**config.mk**
```make
export PLATFORM = sky130hd
export DESIGN_NAME = bitclk_tx_serializer
export DESIGN_NICKNAME = d
export VERILOG_FILES = /design/src/rtl/sertx_pkg.sv /design/src/rtl/sertx_sync.sv /design/src/rtl/sertx_watchdog.sv /design/src/rtl/sertx_shift.sv /design/src/rtl/bitclk_tx_serializer.sv
export SDC_FILE = /design/constraint.sdc
export NUM_CORES = 1
export LEC_CHECK = 0
export ABC_CLOCK_PERIOD_IN_PS = 2160
export CAP_MARGIN = 20
export CORE_ASPECT_RATIO = 0.7
export CORE_UTILIZATION = 45
export DETAILED_ROUTE_END_ITERATION = 10
export HOLD_SLACK_MARGIN = 0.03
export PLACE_DENSITY = 0.69
export SYNTH_ARGS = -nofsm -noshare
export SYNTH_HDL_FRONTEND = slang
export SYNTH_SLANG_ARGS = --single-unit
```
**constraint.sdc**
```tcl
create_clock -name clk -period 2.16 [get_ports clk]
set_input_delay 0.324 -clock clk [delete_from_list [all_inputs] [get_ports clk]]
set_output_delay 0.324 -clock clk [all_outputs]
set_load 0.03 [all_outputs]
```
**src/rtl/sertx_pkg.sv**
```systemverilog
package sertx_pkg;

    localparam int unsigned WORD_W = 9;
    localparam int unsigned BIDX_W = 4;

    typedef enum logic [3:0] {
        ST_IDLE,
        ST_FETCH_FIRST,
        ST_PLACE,
        ST_ENABLE,
        ST_WFALL,
        ST_FETCH_NEXT,
        ST_WRISE,
        ST_TAIL_F,
        ST_TAIL_R
    } tx_state_e;

    // index of the last bit in a word for the selected width
    function automatic logic [BIDX_W-1:0] last_bit_idx(input logic wide);
        return wide ? BIDX_W'(WORD_W - 1) : BIDX_W'(WORD_W - 2);
    endfunction

    // states in which the block waits on the remote bit clock
    function automatic logic is_edge_wait(input tx_state_e s);
        return (s == ST_WFALL) || (s == ST_WRISE) || (s == ST_FETCH_NEXT) ||
               (s == ST_TAIL_F) || (s == ST_TAIL_R);
    endfunction

endpackage

```
**src/rtl/sertx_sync.sv**
```systemverilog
module sertx_sync #(
    parameter int unsigned N      = 2,
    parameter int unsigned STAGES = 2
) (
    input  logic         clk,
    input  logic         rst,
    input  logic [N-1:0] async_in,
    output logic [N-1:0] sync_out
);
    for (genvar g = 0; g < N; g++) begin : g_bit
        logic [STAGES-1:0] chain;
        always_ff @(posedge clk) begin
            if (rst) chain <= '0;
            else     chain <= {chain[STAGES-2:0], async_in[g]};
        end
        assign sync_out[g] = chain[STAGES-1];
    end
endmodule

```
**src/rtl/sertx_watchdog.sv**
```systemverilog
module sertx_watchdog #(
    parameter int unsigned TMO_CYC = 1024
) (
    input  logic clk,
    input  logic rst,
    input  logic active,
    input  logic kick,
    output logic expired
);
    localparam int unsigned CW = $clog2(TMO_CYC + 1);
    localparam logic [CW-1:0] LIMIT = CW'(TMO_CYC - 1);

    logic [CW-1:0] cnt;

    always_ff @(posedge clk) begin
        if (rst || !active || kick) cnt <= '0;
        else if (cnt != LIMIT)      cnt <= cnt + 1'b1;
    end

    assign expired = active && !kick && (cnt == LIMIT);
endmodule

```
**src/rtl/sertx_shift.sv**
```systemverilog
module sertx_shift #(
    parameter int unsigned W = 9
) (
    input  logic         clk,
    input  logic         rst,
    input  logic         load,
    input  logic [W-1:0] word,
    input  logic         pop,
    output logic         head
);
    logic [W-1:0] sreg;

    always_ff @(posedge clk) begin
        if (rst)       sreg <= '0;
        else if (load) sreg <= word;
        else if (pop)  sreg <= {1'b0, sreg[W-1:1]};
    end

    assign head = sreg[0];
endmodule

```
**src/rtl/bitclk_tx_serializer.sv**
```systemverilog
module bitclk_tx_serializer
    import sertx_pkg::*;
#(
    parameter int unsigned CNT_W       = 8,
    parameter int unsigned TMO_CYC     = 1024,
    parameter int unsigned SYNC_STAGES = 2
) (
    input  logic              clk,
    input  logic              rst,
    input  logic              start,
    input  logic [CNT_W-1:0]  word_count,
    input  logic              wide_sel,
    input  logic              in_valid,
    input  logic [WORD_W-1:0] in_data,
    output logic              in_ready,
    input  logic              bclk_in,
    input  logic              irq_in,
    output logic              tx_en,
    output logic              tx_data,
    output logic              done,
    output logic              abort_flag
);
    localparam int unsigned NSYNC = 2;

    tx_state_e          st;
    logic [NSYNC-1:0]   sync_v;
    logic               bclk_s, irq_s, bclk_prev;
    logic               edge_rise, edge_fall;
    logic               tmo_hit, waiting, abort_now;
    logic               wide_q, fresh, final_bit, load, pop, head;
    logic [CNT_W-1:0]   words_left;
    logic [BIDX_W-1:0]  bit_idx, width_m1;

    sertx_sync #(.N(NSYNC), .STAGES(SYNC_STAGES)) u_sync (
        .clk(clk), .rst(rst), .async_in({irq_in, bclk_in}), .sync_out(sync_v)
    );
    assign bclk_s = sync_v[0];
    assign irq_s  = sync_v[1];

    always_ff @(posedge clk) begin
        if (rst) bclk_prev <= 1'b0;
        else     bclk_prev <= bclk_s;
    end
    assign edge_rise = bclk_s & ~bclk_prev;
    assign edge_fall = ~bclk_s & bclk_prev;

    assign waiting = is_edge_wait(st);

    sertx_watchdog #(.TMO_CYC(TMO_CYC)) u_wd (
        .clk(clk), .rst(rst), .active(waiting),
        .kick(edge_rise | edge_fall), .expired(tmo_hit)
    );

    assign abort_now = waiting && (irq_s || tmo_hit ||
                                   (st == ST_FETCH_NEXT && edge_rise));

    assign width_m1  = last_bit_idx(wide_q);
    assign final_bit = !fresh && (bit_idx == width_m1) && (words_left == '0);

    assign in_ready = (st == ST_FETCH_FIRST) || (st == ST_FETCH_NEXT && !abort_now);
    assign load     = in_ready && in_valid;
    assign pop      = (st == ST_PLACE) || (st == ST_WRISE && edge_rise && !final_bit && !abort_now);

    sertx_shift #(.W(WORD_W)) u_shift (
        .clk(clk), .rst(rst), .load(load), .word(in_data), .pop(pop), .head(head)
    );

    always_ff @(posedge clk) begin
        if (rst) begin
            st         <= ST_IDLE;
            tx_en      <= 1'b0;
            tx_data    <= 1'b0;
            done       <= 1'b0;
            abort_flag <= 1'b0;
            wide_q     <= 1'b0;
            fresh      <= 1'b0;
            words_left <= '0;
            bit_idx    <= '0;
        end else begin
            done       <= 1'b0;
            abort_flag <= 1'b0;
            if (abort_now) begin
                tx_en      <= 1'b0;
                tx_data    <= 1'b0;
                abort_flag <= 1'b1;
                st         <= ST_IDLE;
            end else begin
                unique case (st)
                    ST_IDLE: begin
                        if (start && word_count != '0) begin
                            wide_q     <= wide_sel;
                            words_left <= word_count - 1'b1;
                            st         <= ST_FETCH_FIRST;
                        end
                    end
                    ST_FETCH_FIRST: begin
                        if (in_valid) begin
                            bit_idx <= '0;
                            fresh   <= 1'b0;
                            st      <= ST_PLACE;
                        end
                    end
                    ST_PLACE: begin
                        tx_data <= head;
                        st      <= ST_ENABLE;
                    end
                    ST_ENABLE: begin
                        tx_en <= 1'b1;
                        st    <= ST_WFALL;
                    end
                    ST_WFALL: begin
                        if (edge_fall)
                            st <= (bit_idx == width_m1 && words_left != '0) ?
                                  ST_FETCH_NEXT : ST_WRISE;
                    end
                    ST_FETCH_NEXT: begin
                        if (in_valid) begin
                            words_left <= words_left - 1'b1;
                            bit_idx    <= '0;
                            fresh      <= 1'b1;
                            st         <= ST_WRISE;
                        end
                    end
                    ST_WRISE: begin
                        if (edge_rise) begin
                            if (final_bit) begin
                                tx_en   <= 1'b0;
                                tx_data <= 1'b0;
                                st      <= ST_TAIL_F;
                            end else begin
                                tx_data <= head;
                                if (fresh) fresh   <= 1'b0;
                                else       bit_idx <= bit_idx + 1'b1;
                                st <= ST_WFALL;
                            end
                        end
                    end
                    ST_TAIL_F: if (edge_fall) st <= ST_TAIL_R;
                    ST_TAIL_R: begin
                        if (edge_rise) begin
                            done <= 1'b1;
                            st   <= ST_IDLE;
                        end
                    end
                    default: st <= ST_IDLE;
                endcase
            end
        end
    end

    // enable rises onto data that was already in place
    assert_data_before_enable_R2: assert property (@(posedge clk) disable iff (rst)
        $rose(tx_en) |-> $stable(tx_data));

    // while enabled, data moves only after a detected rising bit-clock edge
    assert_data_on_rise_R3: assert property (@(posedge clk) disable iff (rst)
        (tx_en && $past(tx_en) && !$stable(tx_data)) |-> $past(edge_rise));

    // a regular (non-abort) enable drop follows a rising bit-clock edge
    assert_enable_drop_on_rise_R6: assert property (@(posedge clk) disable iff (rst)
        ($fell(tx_en) && !abort_flag) |-> $past(edge_rise));

    // completion only with enable low and no abort
    assert_done_clean_R7: assert property (@(posedge clk) disable iff (rst)
        done |-> (!tx_en && !tx_data && !abort_flag));

    // an abort always leaves both lines low
    assert_abort_lines_low_R8: assert property (@(posedge clk) disable iff (rst)
        abort_flag |-> (!tx_en && !tx_data));

    // no word is taken while enable is low, except for the first word of a frame
    assert_ready_scope_R1: assert property (@(posedge clk) disable iff (rst)
        (in_ready && !tx_en) |-> !$past(tx_en));
endmodule

```
==> results.tsv, run 1 <==
metric	value	unit
coreArea	5368	sq um
fillers	404	
async_flop_share	0	%
grt_max_degree	23	
clock_skew	9.488	ps
routedWlPerCell	15.03	um
violations	setup timing	
ys_seq_elements	47	
synth_area	2569	sq um
slew_headroom	67.20	%
synth_nets	349	
path_buf_inv	1	
ys.flop_type	dfxtp_1	
yosys.area_share.simple	29.96	%
drive_above_1_share	32.51	%
synth-seq-area-share	36.63	%
htreeDepth	2	
synthMuxAreaShare	5.066	%
drt_pass1_iterations	5	
final_hold_viol_count	0	
r2r-start	words_left[5]$_SDFFE_PP0P_	
tightest_slew	485.8	ps
dpl_cell_area	3321	sq um
synth_warnings	0	
synth.most_common_cell	dfxtp_1	
wl	7.183	mm
io_pins	29	
setup_viol	2	
synth.distinct_cells	59	
critPathKind	reg -> out	
first_global_vias	2382	
dp_hpwl	4.776	mm
multi_input_area	1793	sq um
cts_tree	yes	
synthTopCellsByArea	dfxtp_1 37%, nand2_1 5.3%, nor2_1 5.1%	
crit_path_start	u_wd.cnt[0]$_SDFFE_PP0N_	
drv_slew	0	
status	complete, but fails checks	
cts_made_buffers	5	
critPathMaxStageDelay	410	ps
final_core_util	70.68	%
end_kind	primary output	
setup_slack	-106.7	ps
synth-compound-area-share	19.29	%
drtIter0Drc	182	
clkTransAtPathRegs	90	ps
die_h	65.21	um
drc_errors	0	
worstPathArrival	1940	ps
slowest_stage	or3_4	
synth_top_family_by_area	simple AND/OR/NAND/NOR gates	
fp-row-count	22	
design_area	3794	sq um
grt_pass1_wl	11.27	mm
grt-ovfl-total	0	
vias	2695	
synth_fa_ha_area_share	2.435	%
clk_latency	310	ps
yosysTopAreaCell	dfxtp_1	
leakage	1.391	nW
period_minus_slack	2267	ps
antenna_found_initial	0	
port-buffer-count	28	
avgSynthCellArea	8.027	sq um
ir_worst_vdd	0.0004330	V
rsz0062_at_grt	true	
powerDensity	840.3	nW/um^2
cp_cell_sequence	ha_4, nand3b_1, or3_4, o221ai_4, nand2_2, and2_4, buf_6	
initial_core_util	47.86	%
max_freq	0.4412	GHz
worstHoldStart	u_sync.g_bit[1].chain[0]$_SDFF_PP0_	
cp.required	1840	ps
cp_top_family	simple AND/OR/NAND/NOR gates	
grt_use_total	23.44	%
antenna_left	0	
place.gp.congestion	0.8495	
ys_top_cells_by_count	47 x dfxtp_1, 36 x nand2_1, 35 x nor2_1, 21 x o21ai_0, 19 x a21oi_1	
final_nets	434	
finalPower	0.003188	W
area_growth	47.69	%
synth-xor-area-share	2.728	%
yosysTopAreaCellShare	36.63	%
regArea	950.9	sq um
start_kind	flop	
period_share	104.9	%
antenna_cells	0	
cts_buffer_depth	2	
cts-root-buf	clkbuf_8	
clock_sinks	47	
die_x	92.31	um
syn-instance-count	320	
max_cap_viol_count	0	
hp-class	reg -> reg	
path_max_fanout	2	
synth_edf_count	0	
die_area	6019	sq um
vias_per_cell	5.638	
==> layout by cell type, fill, tap and decap left out, types with 4 or more instances in the layout <==
master	n
a21oi_1	15
a21oi_2	4
o21ai_0	12
nor3_1	10
or3_4	5
buf_4	59
xnor2_1	5
inv_1	6
mux2i_1	10
clkdlybuf4s50_1	26
nand3_1	8
o21ai_1	9
nand4_1	4
nand2_1	35
a31oi_1	4
dfxtp_1	39
nand2b_1	4
buf_6	7
nor2b_1	5
clkbuf_8	5
nor2_1	34
dfxtp_2	8
or2_2	7
or3_1	7
==> registers in the layout, indices dropped and copies added (netlist names) <==
signal / flops
tx_data: 1
fresh: 1
u_shift.sreg: 9
done: 1
bclk_prev: 1
tx_en: 1
abort_flag: 1
wide_q: 1
u_sync.g_bit.chain: 4
words_left: 8
u_wd.cnt: 11
st: 4
bit_idx: 4
==> routing by layer <==
metal	up-vias	routed length, um	track usage, %
li1	1332	-	-
met1	1244	3457	34.74
met2	107	3149	34.72
met3	12	498	5.093
met4	0	78	4.688
met5	-	0	0
==> what timing repair did <==
action | CTS | global route
pin swaps | 5 | 16
setup buffers | 3 | 8
resized for setup | 27 | 58
endpoints found under the setup margin | 24 | 25
hold buffers | 0 | 0
==> metrics by stage <==
| step | instances | setup WS, ps | hold slack [ps] | setup TNS, ps |
|---|---|---|---|---|
| 5_1_grt | 478 | -175.1 | 468.3 | -592.0 |
| 3_5_place_dp | 460 | -329.3 | 429.4 | -5013 |
| 4_1_cts | 471 | -40.49 | 451.3 | -78.86 |
| 3_3_place_gp | 460 | -263.8 | 420.4 | -3815 |
| 6_report | 478 | -106.7 | 445.8 | -161.6 |
| 2_1_floorplan | 320 | 3.692 | 413.8 | 0 |
==> logic make-up after synthesis <==
kind of cell / after synthesis
and+or+nand+nor: 147
DFF: 47
adders and majority gates: 5
AOI/OAI and AO/OA: 76
muxes: 13
xor gates and xnor gates: 8
buffers and inverters: 24
==> final cells by class <==
cell class                      count  area share [%]
Inverter                            6          0.5937
Tap cell                           72           2.375
Timing Repair Buffer               96           22.39
Clock buffer                        5           1.814
Sequential cell                    47           25.07
Clock inverter                      3          0.4947
Multi-Input combinational cell    249           47.26
==> path summary, 6_finish.rpt <==
check	to	slack [ps]	cells after the start
min	u_sync.g_bit[1].chain[1]$_SDFF_PP0_	450	1
max	in_ready	-110	7
min reg2reg	u_sync.g_bit[1].chain[1]$_SDFF_PP0_	450	1
max reg2reg	st[0]$_SDFFE_PP0P_	-50	6
==> power by group <==
part / leakage [nW] / switching, W / internal (W)
clock network: 0.0483 / 0.000320 / 0.000229
logic: 0.957 / 0.000783 / 0.000790
registers: 0.386 / 0.0000805 / 0.000986
total: 1.39 / 0.00118 / 0.00200
(Power assumes the default switching activity.)
==> run 2, diff against run 1 <==
--- a/config.mk
+++ b/config.mk
@@ -8,10 +8,9 @@
 export ABC_CLOCK_PERIOD_IN_PS = 2160
 export CAP_MARGIN = 20
 export CORE_ASPECT_RATIO = 0.7
-export CORE_UTILIZATION = 45
+export CORE_UTILIZATION = 50
 export DETAILED_ROUTE_END_ITERATION = 10
-export HOLD_SLACK_MARGIN = 0.03
-export PLACE_DENSITY = 0.69
+export PLACE_DENSITY = 0.75
 export SYNTH_ARGS = -nofsm -noshare
 export SYNTH_HDL_FRONTEND = slang
 export SYNTH_SLANG_ARGS = --single-unit
==> results.tsv, run 2 (same netlist as run 1, synthesis figures left out) <==
metric	value	unit	change
dp_worst_setup_slack	-388.9	ps	-59.65 ps
fp-row-count	21		-4.5%
hp-class	reg -> reg		
design_area	3736	sq um	-1.5%
cts_buffer_depth	2		unchanged
cp_cell_sequence	or3_4, or4_4, or3_4, o311a_1, or3_1, a21oi_2		
ir_worst_vdd	0.0005681	V	+31%
period_minus_slack	2210	ps	-56.46 ps
status	complete, but fails checks		
grt_max_degree	23		unchanged
first_global_vias	2357		-1.0%
die_x	87.67	um	-5.0%
critPathKind	reg -> reg		
cts_made_buffers	5		unchanged
cp_top_family	simple AND/OR/NAND/NOR gates		
reg_top3	u_wd.cnt x11, u_shift.sreg x9, words_left x8		
die_area	5433	sq um	-9.7%
antenna_cells	0		unchanged
powerDensity	837.5	nW/um^2	-0.32%
routedWlPerCell	15.65	um	+4.2%
regMostFlops	u_wd.cnt		
worstPathArrival	2450	ps	+510 ps
start_kind	flop		
r2r-start	words_left[5]$_SDFFE_PP0P_		
drt_pass1_iterations	6		+1
dp_hpwl	4.963	mm	+3.9%
setup_slack	-50.26	ps	+56.46 ps
die_h	61.97	um	-5.0%
drv_slew	0		unchanged
end_kind	flop		
grt-ovfl-total	0		unchanged
vias_per_cell	5.863		+4.0%
slew_headroom	65.37	%	-1.8 points
clkTransAtPathRegs	90	ps	about the same
largest_reg_flops	11		unchanged
drive_above_1_share	29.88	%	-2.6 points
final_hold_viol_count	0		unchanged
setup_viol	4		+2
coreArea	4861	sq um	-9.4%
max_cap_viol_count	0		unchanged
dpl_cell_area	3324	sq um	+0.11%
wl	7.420	mm	+3.3%
final_nets	433		-0.23%
final_common_cell	buf_4		
violations	setup timing		
htreeDepth	2		unchanged
cts-root-buf	clkbuf_8		
vias	2779		+3.1%
initial_core_util	52.84	%	+5.0 points
clock_sinks	47		unchanged
rsz0062_at_grt	true		
port-buffer-count	28		unchanged
tightest_slew	512.9	ps	+27.07 ps
cp.required	2400	ps	+560 ps
critPathMaxStageDelay	530	ps	+120 ps
slowest_stage	or4_4		
clock_skew	3.345	ps	-6.144 ps
place.gp.congestion	0.8857		+4.3%
clk_latency	300	ps	about the same
drtIter0Drc	298		+64%
path_buf_inv	0		-1
antenna_found_initial	0		unchanged
grt_use_total	27.45	%	+4.0 points
cpMostUsedCell	or3_4		
leakage	1.367	nW	-1.7%
cts_hold_buf	0		unchanged
antenna_left	0		unchanged
max_freq	0.4524	GHz	+2.6%
final_cell_mix	58 x buf_4, 42 x dfxtp_1, 35 x nand2_1		
drc_errors	0		unchanged
cts_tree	yes		
area_growth	45.45	%	
io_pins	29		unchanged
period_share	102.3	%	-2.6 points
path_max_fanout	3		+1
crit_path_start	words_left[5]$_SDFFE_PP0P_		
whs	464.0	ps	+18.23 ps
grt_pass1_wl	11.34	mm	+0.61%
tns	-145.6	ps	+16.04 ps
worstHoldStart	u_sync.g_bit[1].chain[0]$_SDFF_PP0_		
-- run 2: power by group --
group          switching, W  internal (W)  total, W
combinational      0.000790      0.000735   0.00152
sequential        0.0000735      0.000983   0.00106
clock              0.000316      0.000232  0.000548
-- run 2: timing repair --
action	in CTS	in global routing
hold endpoints to repair	0	0
buffers inserted	5	4
pin swaps	8	14
setup endpoints to repair	23	27
resized for setup	30	33
-- run 2: path summary, 6_finish.rpt --
kind / slack, ps / cells after the start / endpoint
worst max-delay path: -50 / 6 / st[0]$_SDFFE_PP0P_
worst min-delay path: 460 / 1 / u_sync.g_bit[1].chain[1]$_SDFF_PP0_
worst max register to register: -50 / 6 / st[0]$_SDFFE_PP0P_
worst min register to register: 460 / 1 / u_sync.g_bit[1].chain[1]$_SDFF_PP0_
-- run 2: cell type report --
cell class	instances	area, sq um
multi-input cells	249	1770
fillers	306	1125
flip-flops and latches	47	947.2
repair buffers	95	818.3
well taps	69	86.33
clock buffers	5	68.82
clock inverters	3	22.52
inverters	6	22.52
-- run 2: per-layer routing --
layer / global-route usage [%] / part of all wire (%) / vias up
li1: - / - / 1332
met1: 40.36 / 46 / 1297
met4: 7.260 / 1.3 / 0
met2: 41.85 / 45 / 132
met3: 4.756 / 7.6 / 18
met5: 0 / 0 / -
-- run 2: stage by stage --
stage	util [%]	std cells	total power [W]
final	76.86	474	0.003129
after global routing	76.86	474	0.003283
after CTS	72.90	470	0.002922
after detailed placement	68.39	458	0.002282
after global placement	68.39	458	0.002248
after floorplan	-	320	0.001861
-- run 2: worst reg2reg max path: stages, from the launching register on --
cell and delay [ps]:
dfxtp_2 330, or3_4 380, or4_4 530, or3_4 380, o311a_1 110, or3_1 320, a21oi_2 110
